File: config.mk
export PLATFORM = sky130hd
export DESIGN_NAME = rpn_stack_engine
export DESIGN_NICKNAME = d
export VERILOG_FILES = /design/src/rtl/rpn_pkg.sv /design/src/rtl/rpn_alu.sv /design/src/rtl/rpn_lifo.sv /design/src/rtl/rpn_varfile.sv /design/src/rtl/rpn_stack_engine.sv
export SDC_FILE = /design/constraint.sdc
export NUM_CORES = 1
export LEC_CHECK = 0
export BUFFER_PORTS_ARGS = -buffer_cell sky130_fd_sc_hd__buf_4
export CORE_MARGIN = 5
export CORE_UTILIZATION = 55
export DETAILED_ROUTE_END_ITERATION = 16
export GPL_ROUTABILITY_DRIVEN = 0
export GPL_TIMING_DRIVEN = 0
export PLACE_DENSITY = 0.83
export SYNTH_ARGS = -nofsm -noshare
export SYNTH_HDL_FRONTEND = slang
export SYNTH_HIERARCHICAL = 1
export SYNTH_SLANG_ARGS = --single-unit
File: constraint.sdc
create_clock -name clk -period 21.2 [get_ports clk]
set_input_delay 1.06 -clock clk [delete_from_list [all_inputs] [get_ports clk]]
set_output_delay 1.06 -clock clk [all_outputs]
set_load 0.02 [all_outputs]
File: src/rtl/rpn_pkg.sv
package rpn_pkg;
    typedef enum logic [2:0] {
        OP_PUSH = 3'd0,
        OP_POP  = 3'd1,
        OP_ADD  = 3'd2,
        OP_SUB  = 3'd3,
        OP_MUL  = 3'd4
    } rpn_op_e;

    typedef enum logic {
        ST_RUN   = 1'b0,
        ST_FAULT = 1'b1
    } rpn_state_e;
endpackage

File: src/rtl/rpn_alu.sv
module rpn_alu #(
    parameter int WIDTH = 16
) (
    input  logic [2:0]       op,
    input  logic [WIDTH-1:0] lhs,
    input  logic [WIDTH-1:0] rhs,
    output logic [WIDTH-1:0] res
);
    import rpn_pkg::*;

    always_comb begin
        case (op)
            OP_ADD:  res = lhs + rhs;
            OP_SUB:  res = lhs - rhs;
            OP_MUL:  res = lhs * rhs;
            default: res = '0;
        endcase
    end
endmodule

File: src/rtl/rpn_lifo.sv
module rpn_lifo #(
    parameter int WIDTH = 16,
    parameter int DEPTH = 8,
    localparam int CW = $clog2(DEPTH + 1),
    localparam int AW = (DEPTH > 1) ? $clog2(DEPTH) : 1
) (
    input  logic             clk,
    input  logic             rst_n,
    input  logic [1:0]       pop_n,
    input  logic             push_en,
    input  logic [WIDTH-1:0] push_data,
    output logic [WIDTH-1:0] top,
    output logic [WIDTH-1:0] below,
    output logic [CW-1:0]    count
);
    logic [WIDTH-1:0] slots [DEPTH];
    logic [CW-1:0]    base;
    logic [CW-1:0]    top_ix;
    logic [CW-1:0]    below_ix;

    assign base     = count - CW'(pop_n);
    assign top_ix   = count - CW'(1);
    assign below_ix = count - CW'(2);
    assign top      = (count != '0)     ? slots[top_ix[AW-1:0]]   : '0;
    assign below    = (count >= CW'(2)) ? slots[below_ix[AW-1:0]] : '0;

    always_ff @(posedge clk or negedge rst_n) begin
        if (!rst_n) begin
            count <= '0;
        end else begin
            count <= base + CW'(push_en);
        end
    end

    generate
        for (genvar g = 0; g < DEPTH; g++) begin : g_slot
            always_ff @(posedge clk or negedge rst_n) begin
                if (!rst_n) begin
                    slots[g] <= '0;
                end else if (push_en && base == CW'(g)) begin
                    slots[g] <= push_data;
                end
            end
        end
    endgenerate

    // the pointer never passes the stack depth
    a_r8_count_bound: assert property (@(posedge clk) disable iff (!rst_n)
        count <= CW'(DEPTH));
    // the controller never removes more entries than are held
    a_r9_no_underflow: assert property (@(posedge clk) disable iff (!rst_n)
        CW'(pop_n) <= count);
    // a plain push is only issued with room left
    a_r9_no_overflow: assert property (@(posedge clk) disable iff (!rst_n)
        (push_en && pop_n == 2'd0) |-> (count < CW'(DEPTH)));
endmodule

File: src/rtl/rpn_varfile.sv
module rpn_varfile #(
    parameter int WIDTH = 16,
    parameter int NVARS = 8,
    localparam int AW = (NVARS > 1) ? $clog2(NVARS) : 1
) (
    input  logic             clk,
    input  logic             rst_n,
    input  logic             host_we,
    input  logic [AW-1:0]    host_idx,
    input  logic [WIDTH-1:0] host_data,
    input  logic             core_we,
    input  logic [AW-1:0]    core_idx,
    input  logic [WIDTH-1:0] core_data,
    input  logic [AW-1:0]    rd_a_idx,
    output logic [WIDTH-1:0] rd_a_data,
    input  logic [AW-1:0]    rd_b_idx,
    output logic [WIDTH-1:0] rd_b_data
);
    logic [WIDTH-1:0] cells [NVARS];

    assign rd_a_data = cells[rd_a_idx];
    assign rd_b_data = cells[rd_b_idx];

    generate
        for (genvar g = 0; g < NVARS; g++) begin : g_cell
            always_ff @(posedge clk or negedge rst_n) begin
                if (!rst_n) begin
                    cells[g] <= '0;
                end else if (core_we && core_idx == AW'(g)) begin
                    cells[g] <= core_data;
                end else if (host_we && host_idx == AW'(g)) begin
                    cells[g] <= host_data;
                end
            end
        end
    endgenerate
endmodule

File: src/rtl/rpn_stack_engine.sv
module rpn_stack_engine #(
    parameter int WIDTH = 16,
    parameter int DEPTH = 8,
    parameter int NVARS = 8,
    localparam int VAW = (NVARS > 1) ? $clog2(NVARS) : 1,
    localparam int CW  = $clog2(DEPTH + 1)
) (
    input  logic             clk,
    input  logic             rst_n,
    input  logic             instr_valid,
    input  logic [2:0]       instr_op,
    input  logic [VAW-1:0]   instr_var,
    input  logic             var_wr_en,
    input  logic [VAW-1:0]   var_wr_idx,
    input  logic [WIDTH-1:0] var_wr_data,
    input  logic [VAW-1:0]   var_rd_idx,
    output logic [WIDTH-1:0] var_rd_data,
    output logic [WIDTH-1:0] tos_data,
    output logic             stack_empty,
    output logic             stack_full,
    output logic             error,
    output logic             done
);
    import rpn_pkg::*;

    rpn_state_e       state, state_nx;
    logic             accept, is_push, is_pop, is_bin, legal, fault_now;
    logic [1:0]       pop_n;
    logic             push_en;
    logic [WIDTH-1:0] push_data, top_val, below_val, alu_res, src_val;
    logic [CW-1:0]    stk_count;

    assign accept = instr_valid && (state == ST_RUN);

    always_comb begin
        is_push = 1'b0;
        is_pop  = 1'b0;
        is_bin  = 1'b0;
        case (instr_op)
            OP_PUSH:                is_push = 1'b1;
            OP_POP:                 is_pop  = 1'b1;
            OP_ADD, OP_SUB, OP_MUL: is_bin  = 1'b1;
            default: ;
        endcase
    end

    assign legal = (is_push && stk_count < CW'(DEPTH))
                || (is_pop  && stk_count != '0)
                || (is_bin  && stk_count >= CW'(2));
    assign fault_now = accept && (is_push || is_pop || is_bin) && !legal;

    always_comb begin
        pop_n   = 2'd0;
        push_en = 1'b0;
        if (accept && legal) begin
            if (is_push) begin
                push_en = 1'b1;
            end else if (is_pop) begin
                pop_n = 2'd1;
            end else begin
                pop_n   = 2'd2;
                push_en = 1'b1;
            end
        end
    end

    assign push_data = is_push ? src_val : alu_res;

    rpn_alu #(.WIDTH(WIDTH)) u_alu (
        .op (instr_op),
        .lhs(below_val),
        .rhs(top_val),
        .res(alu_res)
    );

    rpn_lifo #(.WIDTH(WIDTH), .DEPTH(DEPTH)) u_lifo (
        .clk      (clk),
        .rst_n    (rst_n),
        .pop_n    (pop_n),
        .push_en  (push_en),
        .push_data(push_data),
        .top      (top_val),
        .below    (below_val),
        .count    (stk_count)
    );

    rpn_varfile #(.WIDTH(WIDTH), .NVARS(NVARS)) u_vars (
        .clk      (clk),
        .rst_n    (rst_n),
        .host_we  (var_wr_en),
        .host_idx (var_wr_idx),
        .host_data(var_wr_data),
        .core_we  (accept && legal && is_pop),
        .core_idx (instr_var),
        .core_data(top_val),
        .rd_a_idx (instr_var),
        .rd_a_data(src_val),
        .rd_b_idx (var_rd_idx),
        .rd_b_data(var_rd_data)
    );

    // state register
    always_ff @(posedge clk or negedge rst_n) begin
        if (!rst_n) state <= ST_RUN;
        else        state <= state_nx;
    end

    // transitions
    always_comb begin
        state_nx = state;
        unique case (state)
            ST_RUN:   if (fault_now) state_nx = ST_FAULT;
            ST_FAULT: state_nx = ST_FAULT;
        endcase
    end

    // outputs
    always_ff @(posedge clk or negedge rst_n) begin
        if (!rst_n) done <= 1'b0;
        else        done <= accept && legal && is_pop;
    end

    assign error       = (state == ST_FAULT);
    assign stack_empty = (stk_count == '0);
    assign stack_full  = (stk_count == CW'(DEPTH));
    assign tos_data    = top_val;

    // fault is sticky
    a_r10_err_sticky: assert property (@(posedge clk) disable iff (!rst_n)
        error |=> error);
    // no stack movement while faulted
    a_r10_frozen: assert property (@(posedge clk) disable iff (!rst_n)
        error |=> $stable(stk_count));
    // a done pulse follows a one-entry shrink of the stack
    a_r7_done_shrinks: assert property (@(posedge clk) disable iff (!rst_n)
        done |-> (stk_count == $past(stk_count) - CW'(1)));
    // an executed operator leaves one entry fewer
    a_r4_bin_shrinks: assert property (@(posedge clk) disable iff (!rst_n)
        (accept && is_bin && legal) |=> (stk_count == $past(stk_count) - CW'(1)));
    // empty and full are exclusive
    a_r8_flags_excl: assert property (@(posedge clk) disable iff (!rst_n)
        !(stack_empty && stack_full));
endmodule

[Yosys cells after proc, flatten, opt, wreduce, memory -nomap -nowiden]
Cells that the tools add are included.
Word-level totals
  bits in registers: 262
  input port bits: 32
  logic and storage cells: 158
Cells by class
  add/sub/neg operators: 6
  $mul: 1
  magnitude comparators: 6
  eq/ne operators: 26
  mux-type cells: 43
  bitwise logic cells: 5
  reductions and logical operators: 52
Operators by type and width (number)
  16-bit 2-to-1 mux: 27
  16-bit binary-select mux with 3-bit select: 4
  16-bit one-hot mux with 3 select lines: 1
  1-bit logical AND: 32
  3-bit == test (second input constant): 9
  3-bit by 2-bit == test with 1-bit output (second input constant): 6
  16-bit adder: 1
  4-bit by 3-bit == test with 1-bit output (second input constant): 4
  4-bit >= comparator (second input constant): 4
  16-bit by 16-bit multiplier with 16-bit output: 1
  3-bit NOT with 4-bit output: 4
  2-bit nonzero test: 8
  16-bit subtractor: 1
  3-bit by 1-bit == test with 1-bit output (second input constant): 3
  3-bit logical NOT: 3
  4-bit by 2-bit == test with 1-bit output (second input constant): 2
  4-bit logical NOT: 2
  1-bit 2-to-1 mux: 7
  2-bit 2-to-1 mux: 3
  4-bit by 1-bit adder with 4-bit output: 1
  4-bit by 1-bit == test with 1-bit output (second input constant): 1
  4-bit == test (second input constant): 1
  4-bit by 2-bit >= comparator with 1-bit output (second input constant): 1
  1-bit logical OR: 4
  other kinds (9): 9

[Logic depth before layout (Yosys ltp)]
Gate-level depths: netlist (run 1).
  depth in word-level cells: 10
  depth in mapped cells: 33
  depth with buffers taken out: 26

[Cells and area by module]
Netlist (run 1), hierarchy kept.
Modules (own cells, without submodules)
  rpn_varfile: times used 1, cells an instance 713, area each 8279.2 µm²
  rpn_lifo: times used 1, cells an instance 528, area each 7516.0 µm²
  rpn_alu: times used 1, cells an instance 644, area each 5235.0 µm²
  rpn_stack_engine: times used 1, cells an instance 44, area each 475.5 µm²

[Worst setup path after synthesis (run 1)]
OpenSTA, ideal clock, no wires.
  path kind: register to register
  start point: register u_lifo.count[0]
  end point: register u_lifo/slots[111] in the netlist's numbering
  setup time: 125 ps
  data arrival time: 8211 ps
  required time: 21075 ps
  path slack: 12864 ps
  cell stages (with the launch flop): 32
  period minus slack after synthesis: 8336 ps
  cell sequence: dfrtp_1 -> buf_2 -> buf_2 -> buf_2 -> inv_1 -> ha_1 -> clkbuf_1 -> buf_2 -> mux4_2 -> nand2_1 -> a21oi_1 -> buf_2 -> clkbuf_1 -> nand2_1 -> fa_1 -> fa_1 -> fa_1 -> fa_1 -> inv_1 -> fa_1 -> inv_1 -> fa_1 -> inv_1 -> ha_1 -> a21oi_1 -> o21a_1 -> a31oi_1 -> o41ai_4 -> xnor2_1 -> o221ai_2 -> mux2_2 -> mux2_2
Between the ends
  longest elaborated chain between the ends: 9
  elaborated cells on any way between the ends: 31
  classes of those cells: 5 x add/sub; 1 x mul; 2 x order compare; 1 x eq/ne; 12 x mux; 2 x bitwise; 8 x reduce/logical
RTL lines
  start: declaration: RTL line rpn_lifo.sv:14  | output logic [CW-1:0] count
  start signal: assignment: RTL line rpn_lifo.sv:31  | count <= base + CW'(push_en);
  3-bit by 1-bit subtractor with 3-bit output: RTL line rpn_lifo.sv:22  | assign top_ix = count - CW'(1);
  3-bit NOT with 4-bit output (implied by the code): RTL line rpn_lifo.sv:24  | assign top = (count != '0) ? slots[top_ix[AW-1:0]] : '0;
  16-bit binary-select mux with 3-bit select: RTL line rpn_lifo.sv:24
  16-bit 2-to-1 mux (implied by the code) (2 in series): RTL line rpn_lifo.sv:24
  16-bit 2-to-1 mux (*): RTL line rpn_lifo.sv:24
  net tos_data[3]: RTL line rpn_stack_engine.sv:18  | output logic [WIDTH-1:0] tos_data,
  16-bit by 16-bit multiplier with 16-bit output, or another cell as far along: RTL line rpn_alu.sv:15  | OP_MUL: res = lhs * rhs;
  16-bit one-hot mux with 3 select lines (*): RTL line rpn_alu.sv:12  | case (op)
  net alu_res[15]: RTL line rpn_stack_engine.sv:30  | logic [WIDTH-1:0] push_data, top_val, below_val, alu_res, src_val;
  16-bit 2-to-1 mux (*): RTL line rpn_stack_engine.sv:67  | assign push_data = is_push ? src_val : alu_res;
  net push_data[15]: RTL line rpn_stack_engine.sv:30
  end signal: indexed assignment: RTL line rpn_lifo.sv:41  | slots[g] <= push_data;
  end: declaration: RTL line rpn_lifo.sv:16  | logic [WIDTH-1:0] slots [DEPTH];
The timed path passes the listed nets; every way through them passes the cells marked *. The select of a mux whose other input is x is not followed.
A chain may end at the register's enable or synchronous reset.

[Final worst setup path (run 1)]
  start point: register u_lifo.count[0]
  end point: register u_lifo/slots[63] in the netlist's numbering
Between the ends
  longest elaborated chain between the ends: 9
  elaborated cells on any way between the ends: 31
  classes of those cells: 5 x add/sub; 1 x mul; 2 x order compare; 1 x eq/ne; 12 x mux; 2 x bitwise; 8 x reduce/logical
RTL lines (RTL line)
  3-bit by 2-bit subtractor with 3-bit output / 3-bit by 1-bit subtractor with 3-bit output (equally long branches): rpn_lifo.sv:23, rpn_lifo.sv:22
  3-bit NOT with 4-bit output (on tied branches): rpn_lifo.sv:25, rpn_lifo.sv:24
  16-bit binary-select mux with 3-bit select (on tied branches): rpn_lifo.sv:25, rpn_lifo.sv:24
  16-bit 2-to-1 mux (on tied branches) (3 in series): rpn_lifo.sv:25, rpn_lifo.sv:24
  16-bit by 16-bit multiplier with 16-bit output, or another cell as far along: rpn_alu.sv:15
  16-bit one-hot mux with 3 select lines (*): rpn_alu.sv:12
  net alu_res[15]: rpn_stack_engine.sv:30
  16-bit 2-to-1 mux (*): rpn_stack_engine.sv:67
  net push_data[15]: rpn_stack_engine.sv:30
Marked as above.

==> results of run 1 <==
registers in the layout, indices dropped and copies added (netlist names):
signal	cells
u_lifo/slots	128
u_vars/cells	128
done	1
error	1
u_lifo/count	4
routing by layer:
| layer | track usage [%] | part of all wire (%) | vias to the layer above | wire length (um) |
|---|---|---|---|---|
| met1 | 38.1 | 37 | 8454 | 24200 |
| met2 | 46.3 | 46 | 1187 | 29800 |
| met5 | 0 | 0.063 | - | 41 |
| met4 | 16.2 | 6.4 | 6 | 4160 |
| li1 | - | - | 6995 | - |
| met3 | 7.07 | 11 | 298 | 7270 |
logic make-up after synthesis:
| family | after synthesis | share of synthesized area [%] |
|---|---|---|
| adders and majority gates | 155 | 11.9 |
| muxes | 458 | 30.5 |
| and+or+nand+nor | 431 | 10.1 |
| buffers and inverters | 278 | 6.41 |
| DFF | 262 | 30.5 |
| xor gates and xnor gates | 70 | 2.89 |
| AOI/OAI and AO/OA | 275 | 7.76 |
final timing paths:
kind	startpoint	cells past startpoint	slack, ns	endpoint
setup / recovery	u_lifo/count[0]	30	10.56	u_lifo/slots[63]
hold / removal	rst_n	1	0.43	u_vars/cells[118]
setup reg to reg	u_lifo/count[0]	30	10.56	u_lifo/slots[63]
hold reg to reg	u_lifo/slots[24]	1	0.51	u_lifo/slots[24]
max in group asynchronous	rst_n	3	19.45	u_lifo/slots[92]
min in group clk	u_lifo/slots[24]	1	0.51	u_lifo/slots[24]
cells in the mapped netlist (all sizes together), types with 3 or more instances:
master / instances / area share [%]
and4bb: 6 / 0.35
nand3: 8 / 0.24
nand2b: 6 / 0.21
nor4b: 5 / 0.26
or2b: 3 / 0.11
inv: 124 / 2.2
o21a: 3 / 0.10
and2: 72 / 2.1
nand3b: 3 / 0.12
buf: 72 / 2.8
o22ai: 33 / 0.96
nor4: 4 / 0.19
fa: 82 / 7.6
a21o: 6 / 0.21
a31oi: 5 / 0.17
xor2: 23 / 0.94
nor2b: 5 / 0.15
nand4b: 7 / 0.35
a211oi: 8 / 0.28
a21oi: 115 / 3.1
mux2i: 149 / 6.9
ha: 73 / 4.2
mux4: 105 / 12
clkbuf: 80 / 1.4
nor2: 100 / 1.7
nor3: 13 / 0.38
or3: 4 / 0.14
xnor2: 47 / 1.9
mux2: 204 / 12
dfrtp: 262 / 30
o21ai: 87 / 2.1
nor3b: 5 / 0.17
nand2: 181 / 3.2
worst reg2reg max path, delay by kind of cell (launching register included):
| family | cells | cell delay, ns |
|---|---|---|
| compound gates | 5 | 1.82 |
| xor+xnor | 2 | 0.90 |
| fa+ha+maj | 8 | 3.48 |
| buf+inv | 10 | 2.73 |
| flops | 1 | 0.42 |
| mux | 2 | 0.69 |
| simple gates | 3 | 0.45 |
report_power, final:
group,internal (uW),switching [uW],total [uW]
Clock,300,204,504
Combinational,906,1270,2180
Sequential,636,120,756
Total,1840,1600,3440
layout make-up:
cell class	instances	area, um2
clock buffer	35	766
multi-input combinational	1389	13600
fill	2941	15100
sequential	262	6560
antenna	3	7.51
clock inverter	10	153
tap	518	648
inverter	125	469
buffer	153	910
timing repair buffer	53	449
stage by stage:
stage	setup slack [ns]	std cells	utilization [%]	total power (uW)	hold WS, ns
floorplan	12.86	1929	-	2250	0.470
global placement	10.65	2496	58.3	2760	0.484
detailed placement	10.79	2500	58.6	2860	0.508
CTS	10.77	2545	60.9	3370	0.443
global route	10.29	2547	60.9	3600	0.473
finish	10.56	2548	61.0	3440	0.426
cells in the final DEF (no fill, tap or decap), types with 73 or more instances in the layout:
cell type | netlist | final
inv_1 | 124 | 124
fa_1 | 82 | 82
a21oi_1 | 107 | 105
dfrtp_1 | 262 | 262
o21ai_0 | 73 | 73
mux2i_1 | 149 | 149
ha_1 | 73 | 73
mux2_2 | 150 | 150
nor2_1 | 100 | 100
nand2_1 | 179 | 179
clkbuf_1 | 74 | 76
==> metrics.md, run 1 <==
| Metric | Value |
|---|---|
| Nets | `2198` |
| CP bufs+invs | `10` |
| Fmax achieved | `94.0 MHz` |
| GRT Overall Usage | `29.6%` |
| Synthesized Nets | `2116` |
| Final Max Tran Viols | `9` |
| Startpoint Class | `register` |
| Synth cell types | `84` |
| Die Ht | `208 um` |
| RSZ-0062 raised after global routing | `false` |
| Max-Cap Viols | `1` |
| Gate Count Post-Synth | `1929` |
| Min Tclk post-route | `10.64 ns` |
| Worst-skew pair later-pin latency | `0.55 ns` |
| Critical path class | `reg -> reg` |
| Core area | `0.0386 mm2` |
| Peak VDD IR | `0.117 mV` |
| Die X-Extent | `208 um` |
| Ys async rst share | `100%` |
| Ports | `68` |
| CP max stage delay | `1.00 ns` |
| GRT overflow | `0` |
| Setup TNS | `0 ns` |
| CTS tree | `done` |
| Layout area overhead | `9.54%` |
| Crit path DAT | `11.07 ns` |
| Clk pin slew, worst setup/hold paths | `0.06 ns` |
| Design Area, Final | `0.0236 mm2` |
| Post-CTS setup buffer count | `0` |
| Initial antenna violation count | `5` |
| Root buf cell | `clkbuf_16` |
| Rows | `72` |
| Pleak | `0.0108 uW` |
| Hold buffers post-CTS | `0` |
| PortBufs | `49` |
| Status | `complete, but fails checks` |
| Die area | `0.0432 mm2` |
| Worst Path Max Fanout | `10` |
| HPWL after detailed placement | `46.1 mm` |
| Routed Antenna Nets | `0` |
| Setup violations, final | `0` |
| # H-tree levels | `1` |
| First-pass GRT wire length | `101 mm` |
| Period utilization | `50.2%` |
| Final Hold Fails | `0` |
| Detailed Routing Iterations Pass 1 | `6` |
| Failing checks | `capacitance limit, slew limit` |
| Largest net degree at the start of global routing | `123` |
| Ys flop type | `dfrtp_1` |
| Drt drc | `0` |
| Capturing element type of the critical path | `register` |
| Drt initial violations | `2024` |
| HP Class | `in -> async` |
| Avg WL per Cell | `25.7 um` |
| Top cell by count, worst path | `fa_1` |
| Number of global-route vias before repair | `17376` |
| Initial Util | `55.6%` |
| Synth Warn # | `6` |
| TritonCTS Buffers | `27` |
| Post-Place Cell Area | `0.0226 mm2` |
| Rel. slew slack | `-3.78%` |
| Mapped Area | `0.0215 mm2` |
| FF+latch count, synth | `262` |
| Max clock buf depth | `3` |
| Post-synth EDFFs | `0` |
| Crit-path slowest cell | `a21oi_1` |
| WL final | `65.5 mm` |
| Register area share after synthesis | `30.5%` |
| Slew @ Worst Pin | `1.56 ns` |
| DR vias/cell | `6.65` |
| Power per Cell Area | `146 mW/mm2` |
| CTS sink count | `262` |
| Vias | `16940` |
| Post_cts resized | `0` |
| Cell family with most CP delay | `adder cells` |
| Proportion of layout cells with a drive suffix above 1 | `22.7%` |
| Syn Area/Cell | `11.1 um2` |
| Worst Skew | `0.0138 ns` |
| Critical Path RT | `21.63 ns` |
No activity file was read; power rests on OpenSTA's default activity.
==> run 2, diff against run 1 <==
Clock period 21.2 ns to 10.5 ns, I/O delays scaled along.
==> run 2 against run 1 <==
  * The flow now finishes without violations
  * Final cell count barely moved
  * Power rose by 100%
  * Non-clock buffer count rose by 1
  * Sequential cell count did not move
  * Core utilization rose by 0.091 points
  * Largest cell class unchanged
  * Largest power group unchanged
==> metrics.md, run 2 (synthesized netlist as in run 1, its figures left out) <==
| Metric | Value |
|---|---|
| Status | `complete, no violations` |
| Most common cell after layout, fill and taps aside | `dfrtp_1` |
| Min Tclk post-route | `10.11 ns (-0.530 ns)` |
| WL final | `65.4 mm (-0.13%)` |
| Die area | `0.0432 mm2 (unchanged)` |
| Drt initial violations | `2010 (-0.69%)` |
| Root buf cell | `clkbuf_16` |
| Crit path DAT | `10.54 ns (-0.53 ns)` |
| Design Area, Final | `0.0236 mm2 (+0.15%)` |
| Fill cells | `2943 (+0.068%)` |
| Ports | `68 (unchanged)` |
| Period utilization | `96.3% (+46 points)` |
| Max clock buf depth | `3 (unchanged)` |
| Vias | `16875 (-0.38%)` |
| Reg-to-reg startpoint | `u_lifo/count[0]` |
| DR vias/cell | `6.62 (-0.46%)` |
| Drt drc | `0 (unchanged)` |
| HP Class | `in -> reg` |
| Pleak | `0.0108 uW (about the same)` |
| Pint | `3720 uW (+100%)` |
| RR Endpoint | `u_lifo/slots[63]` |
| Setup TNS | `0 ns (unchanged)` |
| Top cell by count, worst path | `fa_1` |
| Fmax achieved | `98.9 MHz (+5.2%)` |
| RSZ-0062 raised after global routing | `false` |
| Crit-path slowest cell | `a21oi_2` |
| CTS sink count | `262 (unchanged)` |
| Largest registers | `u_lifo/slots: 128 flops, u_vars/cells: 128 flops, u_lifo/count: 4 flops` |
| Detailed Routing Iterations Pass 1 | `6 (unchanged)` |
| CTS tree | `done` |
| Rel. slew slack | `14.9% (+19 points)` |
| Clk network pwr share | `14.6% (about the same)` |
| Final Hold Fails | `0 (unchanged)` |
| Rows | `72 (unchanged)` |
| Peak VDD IR | `0.236 mV (+100%)` |
| # H-tree levels | `1 (unchanged)` |
| Die Ht | `208 um (unchanged)` |
| Hold Path Depth | `3` |
| Startpoint Class | `register` |
| Critical path class | `reg -> reg` |
| Avg WL per Cell | `25.6 um (-0.21%)` |
| Critical Path RT | `10.93 ns (-10.70 ns)` |
| HPWL after detailed placement | `46.1 mm (unchanged)` |
| TritonCTS Buffers | `27 (unchanged)` |
| Worst-skew pair later-pin latency | `0.55 ns (about the same)` |
| Final core utilization | `61.0% (+0.091 points)` |
| GRT Overall Usage | `29.6% (about the same)` |
| Setup violations, final | `0 (unchanged)` |
| Combinational Power Share | `63.4% (about the same)` |
| Max-Cap Viols | `0 (-1)` |
| Worst hold-check slack | `0.273 ns (-0.153 ns)` |
| Hold Path Origin | `instr_valid` |
| Number of global-route vias before repair | `17391 (+0.086%)` |
| Clk pin slew, worst setup/hold paths | `0.06 ns (about the same)` |
| Worst Path Max Fanout | `10 (unchanged)` |
| Flop pwr share | `21.9% (about the same)` |
| R2r setup slk | `0.39 ns (-10.17 ns)` |
| Initial antenna violation count | `5 (unchanged)` |
| Switching portion of total power | `46.4% (about the same)` |
| Commonest non-fill, non-tap cells in the layout | `dfrtp_1, nand2_1, mux2_2` |
| Core area | `0.0386 mm2 (unchanged)` |
| Nets | `2199 (+0.045%)` |
| PortBufs | `49 (unchanged)` |
| First-pass GRT wire length | `101 mm (about the same)` |
| Capturing element type of the critical path | `register` |
| Power per Cell Area | `295 mW/mm2 (+100%)` |
| Layout area overhead | `9.70%` |
| Post-Place Cell Area | `0.0226 mm2 (unchanged)` |
| Routed Antenna Nets | `0 (unchanged)` |
| CP max stage delay | `0.67 ns (-0.33 ns)` |
| Worst Hold Path EP | `error` |
| Largest net degree at the start of global routing | `123 (unchanged)` |
| Initial Util | `55.6% (unchanged)` |
| GRT overflow | `0 (unchanged)` |
| Post-CTS setup buffer count | `0 (unchanged)` |
| Psw | `3230 uW (+100%)` |
| Pwr Total | `6950 uW (+100%)` |
| Worst Skew | `0.0117 ns (-0.00208 ns)` |
| Final Max Tran Viols | `0 (-9)` |
| Slew @ Worst Pin | `1.27 ns (-0.288 ns)` |
| Reg2Reg Depth | `30 (unchanged)` |
| Proportion of layout cells with a drive suffix above 1 | `23.0% (+0.24 points)` |
| Die X-Extent | `208 um (unchanged)` |
==> run 2: metrics by stage <==
step | worst slack [ns] | instances
after CTS | 0.0700 | 2546
after global placement | -0.0483 | 2496
final | 0.393 | 2550
after floorplan | 2.16 | 1929
after global routing | 0.177 | 2548
after detailed placement | 0.0869 | 2500
==> run 2: layer usage <==
layer	wire length [um]	up-vias	part of all wire, %	global-route usage [%]
met5	41	-	0.063	0
met4	4120	6	6.3	16.2
met3	7190	286	11	7.07
met2	29800	1125	46	46.4
met1	24200	8455	37	38.1
li1	-	7003	-	-
==> run 2: area by class of cell <==
type                            count  area (um2)  area share [%]
Sequential cell                   262        6560            27.8
Timing Repair Buffer               54         459            1.95
Antenna cell                        4        10.0          0.0424
Clock buffer                       35         766            3.25
Inverter                          125         469            1.99
Multi-Input combinational cell   1389       13600            57.7
Tap cell                          518         648            2.75
Buffer                            153         910            3.86
Clock inverter                     10         153           0.647
==> run 2: worst max-delay path by stage <==
stage                   endpoint  slack, ns            start
4_1_cts         u_lifo/slots[63]       0.07  u_lifo/count[0]
3_3_place_gp    u_lifo/slots[31]      -0.05  u_lifo/count[0]
3_5_place_dp    u_lifo/slots[63]       0.09  u_lifo/count[0]
5_1_grt         u_lifo/slots[95]       0.18  u_lifo/count[0]
2_1_floorplan  u_lifo/slots[111]       2.16  u_lifo/count[0]
6_report        u_lifo/slots[63]       0.39  u_lifo/count[0]
==> run 2: critical path: cells and delay by family (launching register included) <==
kind	cells	cell delay [ns]
AO/OA/AOI/OAI	5	1.49
XOR/XNOR	2	0.65
adder cells (fa/ha/maj)	8	3.49
buffers and inverters	10	2.72
flip-flops	1	0.42
multiplexers	2	0.69
AND/OR/NAND/NOR	3	0.50
==> run 2: repair_timing <==
| action | CTS | global route |
|---|---|---|
| resized for setup | 0 | 5 |
| hold buffers | 1 | 0 |
| setup endpoints to repair | 0 | 40 |
| endpoints found under the hold margin | 61 | 0 |
==> run 2: power by group through the flow <==
stage	Combinational, uW	Clock (uW)	Sequential, uW
2_1_floorplan	3110	0	1440
3_3_place_gp	4090	0	1480
3_5_place_dp	4250	0	1520
4_1_cts	4280	1020	1510
5_1_grt	4670	1060	1550
6_report	4410	1020	1530
==> run 3, diff against run 2 <==
Settings changed: SYNTH_HIERARCHICAL 1 to not set.
==> run 3 against run 2 <==
  * Worst setup slack lost 0.053 ns
  * Non-clock buffer count down 15
  * Power fell by 27%
  * Global-route usage is 2.3 points higher
  * Sequential share of layout area up 1.4 points
  * Fmax shrank 0.52%
  * Wire length is 1.0% higher
  * Via count increased by 1.9%
  * Final cell count down 0.86%
  * Count of clock-buffer cells in the layout increased by 9
  * Register-to-register slack got worse by 0.05 ns
  * Core utilization rose by 0.22 points
  * Critical path type unchanged
  * Largest cell class unchanged
  * Largest power group unchanged
==> metrics.md, run 3 <==
| Metric | Value |
|---|---|
| Status | `complete, no violations` |
| RSZ-0062 raised after global routing | `false` |
| Most common cell after layout, fill and taps aside | `dfrtp_1` |
| Top post-synthesis cells by area | `dfrtp_1, mux4_2, fa_1` |
| DR vias/cell | `6.80 (+2.8%)` |
| Post-CTS setup buffer count | `0 (unchanged)` |
| CTS sink count | `262 (unchanged)` |
| Root buf cell | `clkbuf_16` |
| Die area | `0.0412 mm2 (-4.5%)` |
| Synth Area in XOR/XNOR | `3.04% (+0.16 points)` |
| Inserted Diodes | `0 (-4)` |
| Ys flop type | `dfrtp_1` |
| Ys async rst share | `100% (unchanged)` |
| Met2 WL | `29.9 mm (+0.42%)` |
| DR top layer | `met4` |
| GRT Overall Usage | `31.9% (+2.3 points)` |
| Max-Cap Viols | `0 (unchanged)` |
| Post-synth EDFFs | `0 (unchanged)` |
| Rel. slew slack | `4.59% (-10 points)` |
| WL final | `66.0 mm (+1.0%)` |
| Detailed Routing Iterations Pass 1 | `8 (+2)` |
| Drt drc | `0 (unchanged)` |
| Syn Area/Cell | `10.4 um2 (-6.3%)` |
| Period utilization | `96.8% (+0.50 points)` |
| Register area share after synthesis | `32.0% (+1.5 points)` |
| Max clock buf depth | `3 (unchanged)` |
| Min Tclk post-route | `10.16 ns (+0.0525 ns)` |
| Top-count cell post-synth | `dfrtp_1` |
| Combinational family with the most area after synthesis | `multiplexers` |
| Synth Area in Simple Gates | `10.7% (+0.59 points)` |
| Layout area overhead | `9.74% (about the same)` |
| HPWL after detailed placement | `47.4 mm (+2.9%)` |
| Slew @ Worst Pin | `1.43 ns (+0.157 ns)` |
| Met3 wire len | `8.70 mm (+21%)` |
| Number of global-route vias before repair | `17656 (+1.5%)` |
| Cell family with most CP delay | `adder cells` |
| Avg WL per Cell | `26.1 um (+1.9%)` |
| Rows | `70 (-2.8%)` |
| Top cell type's share of synthesized area | `32.0% (+1.5 points)` |
| Nets | `2226 (+1.2%)` |
| Mapped Area | `0.0205 mm2 (-4.7%)` |
| Power per Cell Area | `226 mW/mm2 (-23%)` |
| Die Ht | `203 um (-2.3%)` |
| Mux share of post-synthesis cell area | `27.2% (-3.2 points)` |
| Final Max Tran Viols | `0 (unchanged)` |
| CTS tree | `done` |
| Reg2Reg Depth | `33 (+10%)` |
| Clk pin slew, worst setup/hold paths | `0.06 ns (about the same)` |
| Largest registers | `u_lifo.slots: 128 flops, u_vars.cells: 128 flops, u_lifo.count: 4 flops` |
| PortBufs | `46 (-6.1%)` |
| CP max stage delay | `0.56 ns (-0.11 ns)` |
| Pleak | `0.0104 uW (-3.9%)` |
| Post-synth top cells | `dfrtp_1, nor2_1, nand2_1` |
| Crit path DAT | `10.65 ns (+0.11 ns)` |
| Setup TNS | `0 ns (unchanged)` |
| Synth Warn # | `0 (-6)` |
| Worst Skew | `0.0151 ns (+0.00337 ns)` |
| Synthesized Nets | `2147 (+1.5%)` |
| Core area | `0.0367 mm2 (-5.0%)` |
| Critical path class | `reg -> reg` |
| Final Hold Fails | `0 (unchanged)` |
| Pwr Total | `5090 uW (-27%)` |
| HP Class | `in -> reg` |
| Worst-skew pair later-pin latency | `0.57 ns (+0.02 ns)` |
| Drt initial violations | `2567 (+28%)` |
| GRT overflow | `0 (unchanged)` |
| Synth cell types | `75 (-11%)` |
| Setup violations, final | `0 (unchanged)` |
| Fmax achieved | `98.4 MHz (-0.52%)` |
| Ports | `68 (unchanged)` |
| Compound-Gate Fraction of Synth Area | `8.65% (+0.89 points)` |
| CP bufs+invs | `12 (+2)` |
| Crit-path slowest cell | `fa_1` |
| Routed Antenna Nets | `0 (unchanged)` |
| # H-tree levels | `1 (unchanged)` |
| Commonest non-fill, non-tap cells in the layout | `dfrtp_1, nor2_1, nand2_1` |
| Worst Path Max Fanout | `10 (unchanged)` |
| Peak VDD IR | `0.176 mV (-25%)` |
| TritonCTS Buffers | `28 (+3.7%)` |
| Initial antenna violation count | `1 (-4)` |
| Vias | `17193 (+1.9%)` |
| First-pass GRT wire length | `102 mm (+1.0%)` |
| FF+latch count, synth | `262 (unchanged)` |
| Capturing element type of the critical path | `register` |
| Synth area leader | `dfrtp_1` |
| WL met1 | `22.2 mm (-8.5%)` |
| Initial Util | `55.8% (+0.18 points)` |
| Proportion of layout cells with a drive suffix above 1 | `18.0% (-5.0 points)` |
| Post-Synth Adder-Cell Area | `12.3% (+0.47 points)` |
| Crit path depth | `33 (+10%)` |
| Die X-Extent | `203 um (-2.3%)` |
| Gate Count Post-Synth | `1962 (+1.7%)` |
| Startpoint Class | `register` |
| Largest net degree at the start of global routing | `118 (-4.1%)` |
| Critical Path RT | `10.99 ns (+0.06 ns)` |
| Hold Path Depth | `3 (unchanged)` |
-- run 3: cell count changes in the layout (fill, tap and decap cells not counted), sizes merged, moves of 9 or more --
cell / previous run / this run
a21oi: 115 / 140
a22oi: 0 / 9
and2: 72 / 9
buf: 125 / 105
clkbuf: 115 / 130
inv: 124 / 150
mux2: 204 / 106
mux4: 105 / 128
nand2: 181 / 206
nor2: 100 / 209
o22ai: 33 / 4
xor2: 23 / 12
-- run 3: path summary, 6_finish.rpt --
path / from / endpoint / slack [ns]
setup / recovery: u_lifo.count[0] / u_lifo.slots[47] / 0.34
hold / removal: instr_valid / error / 0.21
setup reg to reg: u_lifo.count[0] / u_lifo.slots[47] / 0.34
hold reg to reg: u_lifo.slots[49] / u_lifo.slots[49] / 0.50
max in group asynchronous: rst_n / u_lifo.slots[85] / 8.61
min in group asynchronous: rst_n / u_vars.cells[123] / 0.51
-- run 3: kinds of logic (layout without fill, tap and decap cells) --
| family | Yosys count | in the layout |
|---|---|---|
| AND/OR/NAND/NOR | 512 | 512 |
| flip-flops | 262 | 262 |
| adder cells (fa/ha/maj) | 153 | 153 |
| XOR/XNOR | 64 | 64 |
| multiplexers | 376 | 376 |
| AO/OA/AOI/OAI | 301 | 301 |
| buffers and inverters | 294 | 392 |
-- run 3: area by class of cell --
cell class                      instances  area, um2
Multi-Input combinational cell       1406      12700
Tap cell                              468        586
Timing Repair Buffer                   50        423
Fill cell                            2792      14200
Clock inverter                          5       82.6
Clock buffer                           44        892
Inverter                              151        583
Sequential cell                       262       6560
Buffer                                142        656
-- run 3: metrics by stage --
| step | cell area (um2) | setup WS (ns) | hold WS (ns) | instances | util (%) |
|---|---|---|---|---|---|
| 6_report | 22500 | 0.340 | 0.213 | 2528 | 61.3 |
| 3_3_place_gp | 21400 | 0.682 | 0.473 | 2476 | 58.4 |
| 4_1_cts | 22500 | 0.384 | 0.206 | 2528 | 61.2 |
| 2_1_floorplan | 20500 | 2.29 | 0.229 | 1962 | - |
| 3_5_place_dp | 21500 | 0.513 | 0.484 | 2478 | 58.5 |
| 5_1_grt | 22500 | 0.181 | 0.226 | 2528 | 61.3 |
-- run 3: worst reg2reg max path, delay by kind of cell (launching register included) --
| family | cells | cell delay [ns] |
|---|---|---|
| compound gates | 1 | 0.42 |
| fa+ha+maj | 7 | 3.36 |
| xor+xnor | 8 | 1.72 |
| buf+inv | 12 | 2.67 |
| mux | 2 | 0.65 |
| simple gates | 3 | 0.85 |
| flops | 1 | 0.44 |
-- run 3: where the power goes --
group	switching, uW	leakage, uW	internal, uW	total, uW
sequential	146	0.00339	1180	1330
combinational	1620	0.00651	1090	2710
clock	421	0.000482	628	1050
total	2190	0.0104	2900	5090
-- run 3: repair_timing --
item,in CTS,in global routing
endpoints found under the hold margin,66,0
resized for setup,0,2
hold buffers,1,0
setup endpoints to repair,0,16
-- run 3: layer usage --
layer  vias up  global-route usage (%)
met5         -                       0
met2      1370                    50.6
met1      8373                    38.5
met4         0                    20.0
met3       423                    9.20
li1       7027                       -
